### src/rtl/smii_port.sv
module smii_port #(
  parameter int DATA_W = 8,
  parameter int REPEAT = 10
) (
  input  logic              clk,
  input  logic              rst_n,
  input  logic              slow,
  input  logic [DATA_W-1:0] tx_byte,
  input  logic              tx_en,
  input  logic              tx_er,
  output logic              tx_ready,
  output logic              sync,
  output logic              tx_line,
  input  logic              rx_line,
  output logic [DATA_W-1:0] rx_byte,
  output logic              rx_dv,
  output logic              rx_crs,
  output logic              rx_status,
  output logic              rx_valid
);
  localparam int GRP = DATA_W + 2;
  localparam int PW  = $clog2(GRP);
  localparam int RW  = $clog2(REPEAT);

  logic [PW-1:0]  ph;
  logic [RW-1:0]  rep;
  logic [GRP-1:0] hold, sh;

  wire last_ph  = (ph == PW'(GRP - 1));
  wire last_rep = (rep == RW'(REPEAT - 1));
  wire take     = last_ph && (!slow || last_rep);

  assign sync     = (ph == '0);
  assign tx_ready = take;
  assign tx_line  = hold[ph];

  always_ff @(posedge clk) begin
    if (!rst_n) begin
      ph  <= '0;
      rep <= '0;
    end else if (last_ph) begin
      ph  <= '0;
      rep <= last_rep ? '0 : rep + 1'b1;
    end else begin
      ph  <= ph + 1'b1;
    end
  end

  always_ff @(posedge clk) begin
    if (!rst_n)
      hold <= '0;
    else if (take)
      hold <= {tx_er, tx_en, tx_byte};
  end

  always_ff @(posedge clk) begin
    if (!rst_n)
      sh <= '0;
    else
      sh[ph] <= rx_line;
  end

  always_ff @(posedge clk) begin
    if (!rst_n) begin
      rx_byte   <= '0;
      rx_dv     <= 1'b0;
      rx_crs    <= 1'b0;
      rx_status <= 1'b0;
      rx_valid  <= 1'b0;
    end else begin
      rx_valid <= take;
      if (take) begin
        rx_byte   <= sh[DATA_W-1:0];
        rx_dv     <= sh[DATA_W];
        rx_crs    <= rx_line;
        rx_status <= !sh[DATA_W];
      end
    end
  end
endmodule


### config.mk
export PLATFORM = sky130hd
export DESIGN_NAME = smii_port
export DESIGN_NICKNAME = d
export VERILOG_FILES = /design/src/rtl/smii_port.sv
export SDC_FILE = /design/constraint.sdc
export NUM_CORES = 1
export LEC_CHECK = 0
export BUFFER_PORTS_ARGS = -buffer_cell sky130_fd_sc_hd__buf_2
export CAP_MARGIN = 20
export CORE_ASPECT_RATIO = 1.2
export CORE_MARGIN = 3
export CORE_UTILIZATION = 60
export CTS_BUF_LIST = sky130_fd_sc_hd__clkbuf_16
export CTS_CLUSTER_DIAMETER = 50
export DETAILED_ROUTE_END_ITERATION = 10
export HOLD_SLACK_MARGIN = 0.12
export MAX_ROUTING_LAYER = met4
export PLACE_DENSITY = 0.84
export SLEW_MARGIN = 20
export SYNTH_ARGS = -nofsm -noshare
export SYNTH_HDL_FRONTEND = slang
export SYNTH_SLANG_ARGS = --single-unit
### constraint.sdc
create_clock -name clk -period 3.3 [get_ports clk]
set_clock_uncertainty 0.05 [all_clocks]
set_input_delay 0.66 -clock clk [delete_from_list [all_inputs] [get_ports clk]]
set_output_delay 0.66 -clock clk [all_outputs]
set_load 0.005 [all_outputs]
* After elaboration in Yosys (flattened, before gate mapping)
Index checks and enable logic that the tools add are counted.
Storage, ports and cells: register bits 40, latch bits 0, RAM bits 0, ROM bits 0, memories 0
Operators by class: $add $sub $neg 2, multipliers 0, divide/modulo/power cells 0, $lt $le $gt $ge 2, equality and inequality tests 2, shift-type cells 0, mux-type cells 6, bitwise logic cells 1, reductions and logical operators 7
Operators by type and width (count):
- bitwise mux 10 bit | 1
- adder 4 x 1 -> 4 bit (second input constant) | 2
- equality test 4 bit (second input constant) | 2
- less-than comparator 4 x 5 -> 1 bit (second input constant) | 1
- binary-select mux 1 bit (select 4 bit) | 1
- demux 1 bit (select 4 bit) | 1
- >= comparator 4 x 1 -> 1 bit (second input constant) | 1
- zero test 4 bit | 1
- two-way mux 4 bit | 1
- logical AND 1 bit | 2
- zero test 1 bit | 2
- two-way mux 1 bit | 2
- OR reduction 2 bit | 1
- logical OR 1 bit | 1
- NOT 1 bit | 1

* Longest topological paths before layout
depth after elaboration 5, depth in mapped cells 6, gate-level depth less buffers 5

* Worst setup path after synthesis
Ideal clock, no wire load.
path type reg2out, start point register ph[1], end point output port tx_ready, data arrival time 1.228 ns, slack 1.362 ns, stages on the path, launching flop included 6, buffers on the path 1, cells stage by stage dfxtp_1 > inv_1 > ha_1 > nand3b_2 > a21oi_4 > buf_12
Between the ends: word-level cells in the longest chain between the ends 2
RTL lines:
- start, declared | RTL line 25 | logic [PW-1:0] ph;
- start signal, assigned | RTL line 45 | ph <= ph + 1'b1;
- equality test 4 bit | RTL line 29 | wire last_ph = (ph == PW'(GRP - 1));
- logical AND 1 bit | RTL line 31 | wire take = last_ph && (!slow || last_rep);
- end, declared | RTL line 11 | output logic tx_ready,
Every way passes these cells.

* Worst setup path after layout
start point register ph[0], end point output port tx_ready
Same word-level chain as after synthesis.

==> flow_summary.yaml <==
timing:
  rsz0062_at_grt: "no"
  fmax_mhz: 413
  hold_viol: 0
  period_share_pct: 73.5
  worst_pin_slew_ns: 0.894
  finalSetupTns_ns: 0
  setup_violations: 0
  period_needed_ns: 2.42
  slew_headroom_pct: 40.4
  slew_viol_final: 0
power:
  clkPwrFrac_pct: 44.4
  power.internal_mw: 0.779
  share_seq_of_total_power_pct: 49.3
  p_leak_nw: 0.859
  power_density_nw_per_um2: 477
  peakVddDrop_mv: 0.423
  p_sw_share_pct: 21.5
  switching_power_mw: 0.214
  pwr-share-comb_pct: 6.3
drt:
  wirelength_um: 3390
  post_drt_wl_per_cell_um: 13.6
  ant_nets: 0
  vias: 1371
  drt-pass1-iter-count: 4
  drc: 0
  drt-initial-drc-count: 54
  vias_per_cell: 5.51
place:
  dp_hpwl_um: 2290
  numPortBuffers: 28
  place_congestion: 0.898
  dpl-instance-area_um2: 1950
clock_network:
  cts_tree: "yes"
  cts_buffer_depth: 2
  cts_buffers: 5
  clock_latency_ns: 0.28
  cts_resized: 0
  htree_levels: 2
  cts.clk_slew.worst_paths_ns: 0.05
  post_cts_buffers: 0
  postCtsHoldBufs: 0
  cts_sinks: 39
  cts_root_buf: "clkbuf_16"
synth:
  syn-cell-area_um2: 1840
  synthCells: 191
  synth_top_family_by_area: "simple AND/OR/NAND/NOR gates"
  synthSimpleGateAreaFrac_pct: 22.3
  synth_mux_area_share_pct: 17.5
  synth_xor_xnor_area_share_pct: 0.950
  ys_seq_elements: 39
  syn-num-nets: 209
  synth_compound_area_share_pct: 8.55
  synth_seq_area_share_pct: 42.3
  syn-mean-instance-area_um2: 9.66
  synthDistinctLibCells: 38
  yosysWarnings: 0
  synth_adder_area_share_pct: 2.71
run:
  drv_cap: 0
grt:
  grt_antenna_before_repair: 0
  grt_max_degree: 63
  grt_pass1_vias: 1273
  overflow: 0
  grt_pass1_wl_um: 5690
  grt_util_all_layers_pct: 20.7
final_layout:
  antenna-diode-count: 0
  postLayoutCellArea_um2: 2080
  syn2layout_area_growth_pct: 12.9
  drive_above_1_share_pct: 18.6
  final_cell_mix: "nand2_1 (44), dfxtp_1 (39), mux2i_1 (30)"
  nets: 232
  layout_commonest_cell: "nand2_1"
floorplanning:
  fp-row-count: 21
  fp.dieW_um: 56.6
  io_pins: 29
  core-area_um2: 2860
  initial_core_util_pct: 64.4
  die_area_um2: 3780
  die_h_um: 66.7
setup_path:
  crit_required_ns: 2.59
  cp.arrival_ns: 1.71
  start_kind: "flop"
  cp-end-kind: "output pin"
  path_max_fanout: 11
  criticalPathCategory: "reg2out"
hold_path:
  min_path_type: "reg2reg"
status:
  status: "complete, no violations"
==> final timing paths <==
| check | start | end | slack, ns | cells past startpoint |
|---|---|---|---|---|
| max | ph[0] | tx_ready | 0.88 | 4 |
| min | rx_crs | rx_crs | 0.40 | 2 |
| max reg2reg | ph[0] | rx_byte[1] | 1.25 | 5 |
| min reg2reg | rx_crs | rx_crs | 0.40 | 2 |
==> power by group through the flow <==
| stage | Combinational (mW) | Clock, mW | Sequential (mW) |
|---|---|---|---|
| 2_1_floorplan | 0.0492 | 0 | 0.492 |
| 3_3_place_gp | 0.0597 | 0 | 0.498 |
| 3_5_place_dp | 0.0619 | 0 | 0.499 |
| 4_1_cts | 0.0628 | 0.451 | 0.489 |
| 5_1_grt | 0.0699 | 0.470 | 0.490 |
| 6_report | 0.0626 | 0.441 | 0.489 |
==> logic make-up after synthesis <==
kind of cell | count (synthesis)
fa+ha+maj | 4
compound gates | 20
flops | 39
xor+xnor | 2
simple gates | 77
mux | 32
buf+inv | 17
==> synthesized netlist by cell type, drive strengths merged <==
cell	number	area (um2)
and2b	1	7.51
a211o	1	8.76
inv	4	15.0
o31ai	1	7.51
ha	4	50.1
and3	4	25.0
or2	1	6.26
and2	2	12.5
nand3b	6	48.8
clkbuf	7	26.3
nor2	3	11.3
a22oi	1	7.51
dfxtp	39	781
nor3b	1	7.51
a21boi	6	45.0
nand3	1	5.00
nand4bb	1	27.5
o22a	1	8.76
buf	6	62.6
nand2b	3	18.8
xnor2	2	17.5
nand4b	2	23.8
o21ai	1	5.00
nand2	44	165
mux2	2	22.5
a2bb2oi	1	8.76
a21oi	2	21.3
nor2b	7	43.8
and3b	1	8.76
o211ai	3	22.5
mux2i	30	300
o21a	3	22.5
==> critical path: stages (launching register included) <==
cell      delay [ns]
dfxtp_1         0.60
ha_1            0.36
nand3b_2        0.18
a21oi_4         0.17
buf_2           0.13
==> area by class of cell <==
type / count / area (um2)
Sequential cell: 39 / 781
Timing Repair Buffer: 29 / 148
Multi-Input combinational cell: 135 / 960
Fill cell: 228 / 782
Inverter: 4 / 15.0
Clock buffer: 5 / 125
Tap cell: 34 / 42.5
Clock inverter: 3 / 11.3
==> stage by stage <==
step           util, %  total power [mW]  setup slack, ns  hold WS (ns)  instances
3_5_place_dp      67.9             0.560             1.23         0.395        241
6_report          72.7             0.992            0.876         0.404        249
5_1_grt           72.7              1.03            0.771         0.430        249
2_1_floorplan        -             0.542             1.36         0.381        191
4_1_cts           72.7              1.00            0.889         0.406        249
3_3_place_gp      67.9             0.557             1.29         0.390        241
==> state kept, by name, indices dropped and copies added (netlist names) <==
signal and count:
hold 10, ph 4, rep 4, rx_byte 8
rx_crs 1, rx_dv 1, rx_status 1, rx_valid 1
sh 9
==> per-layer routing <==
metal | vias to the layer above | share of wire (%) | wire [um] | global-route usage (%)
met2 | 37 | 49 | 1670 | 33.5
li1 | 685 | - | - | -
met4 | 0 | 3.2 | 108 | 11.9
met5 | - | 0 | 0 | -
met3 | 12 | 5.5 | 188 | 6.78
met1 | 637 | 42 | 1420 | 22.2
No activity file was read; power rests on OpenSTA's default activity.
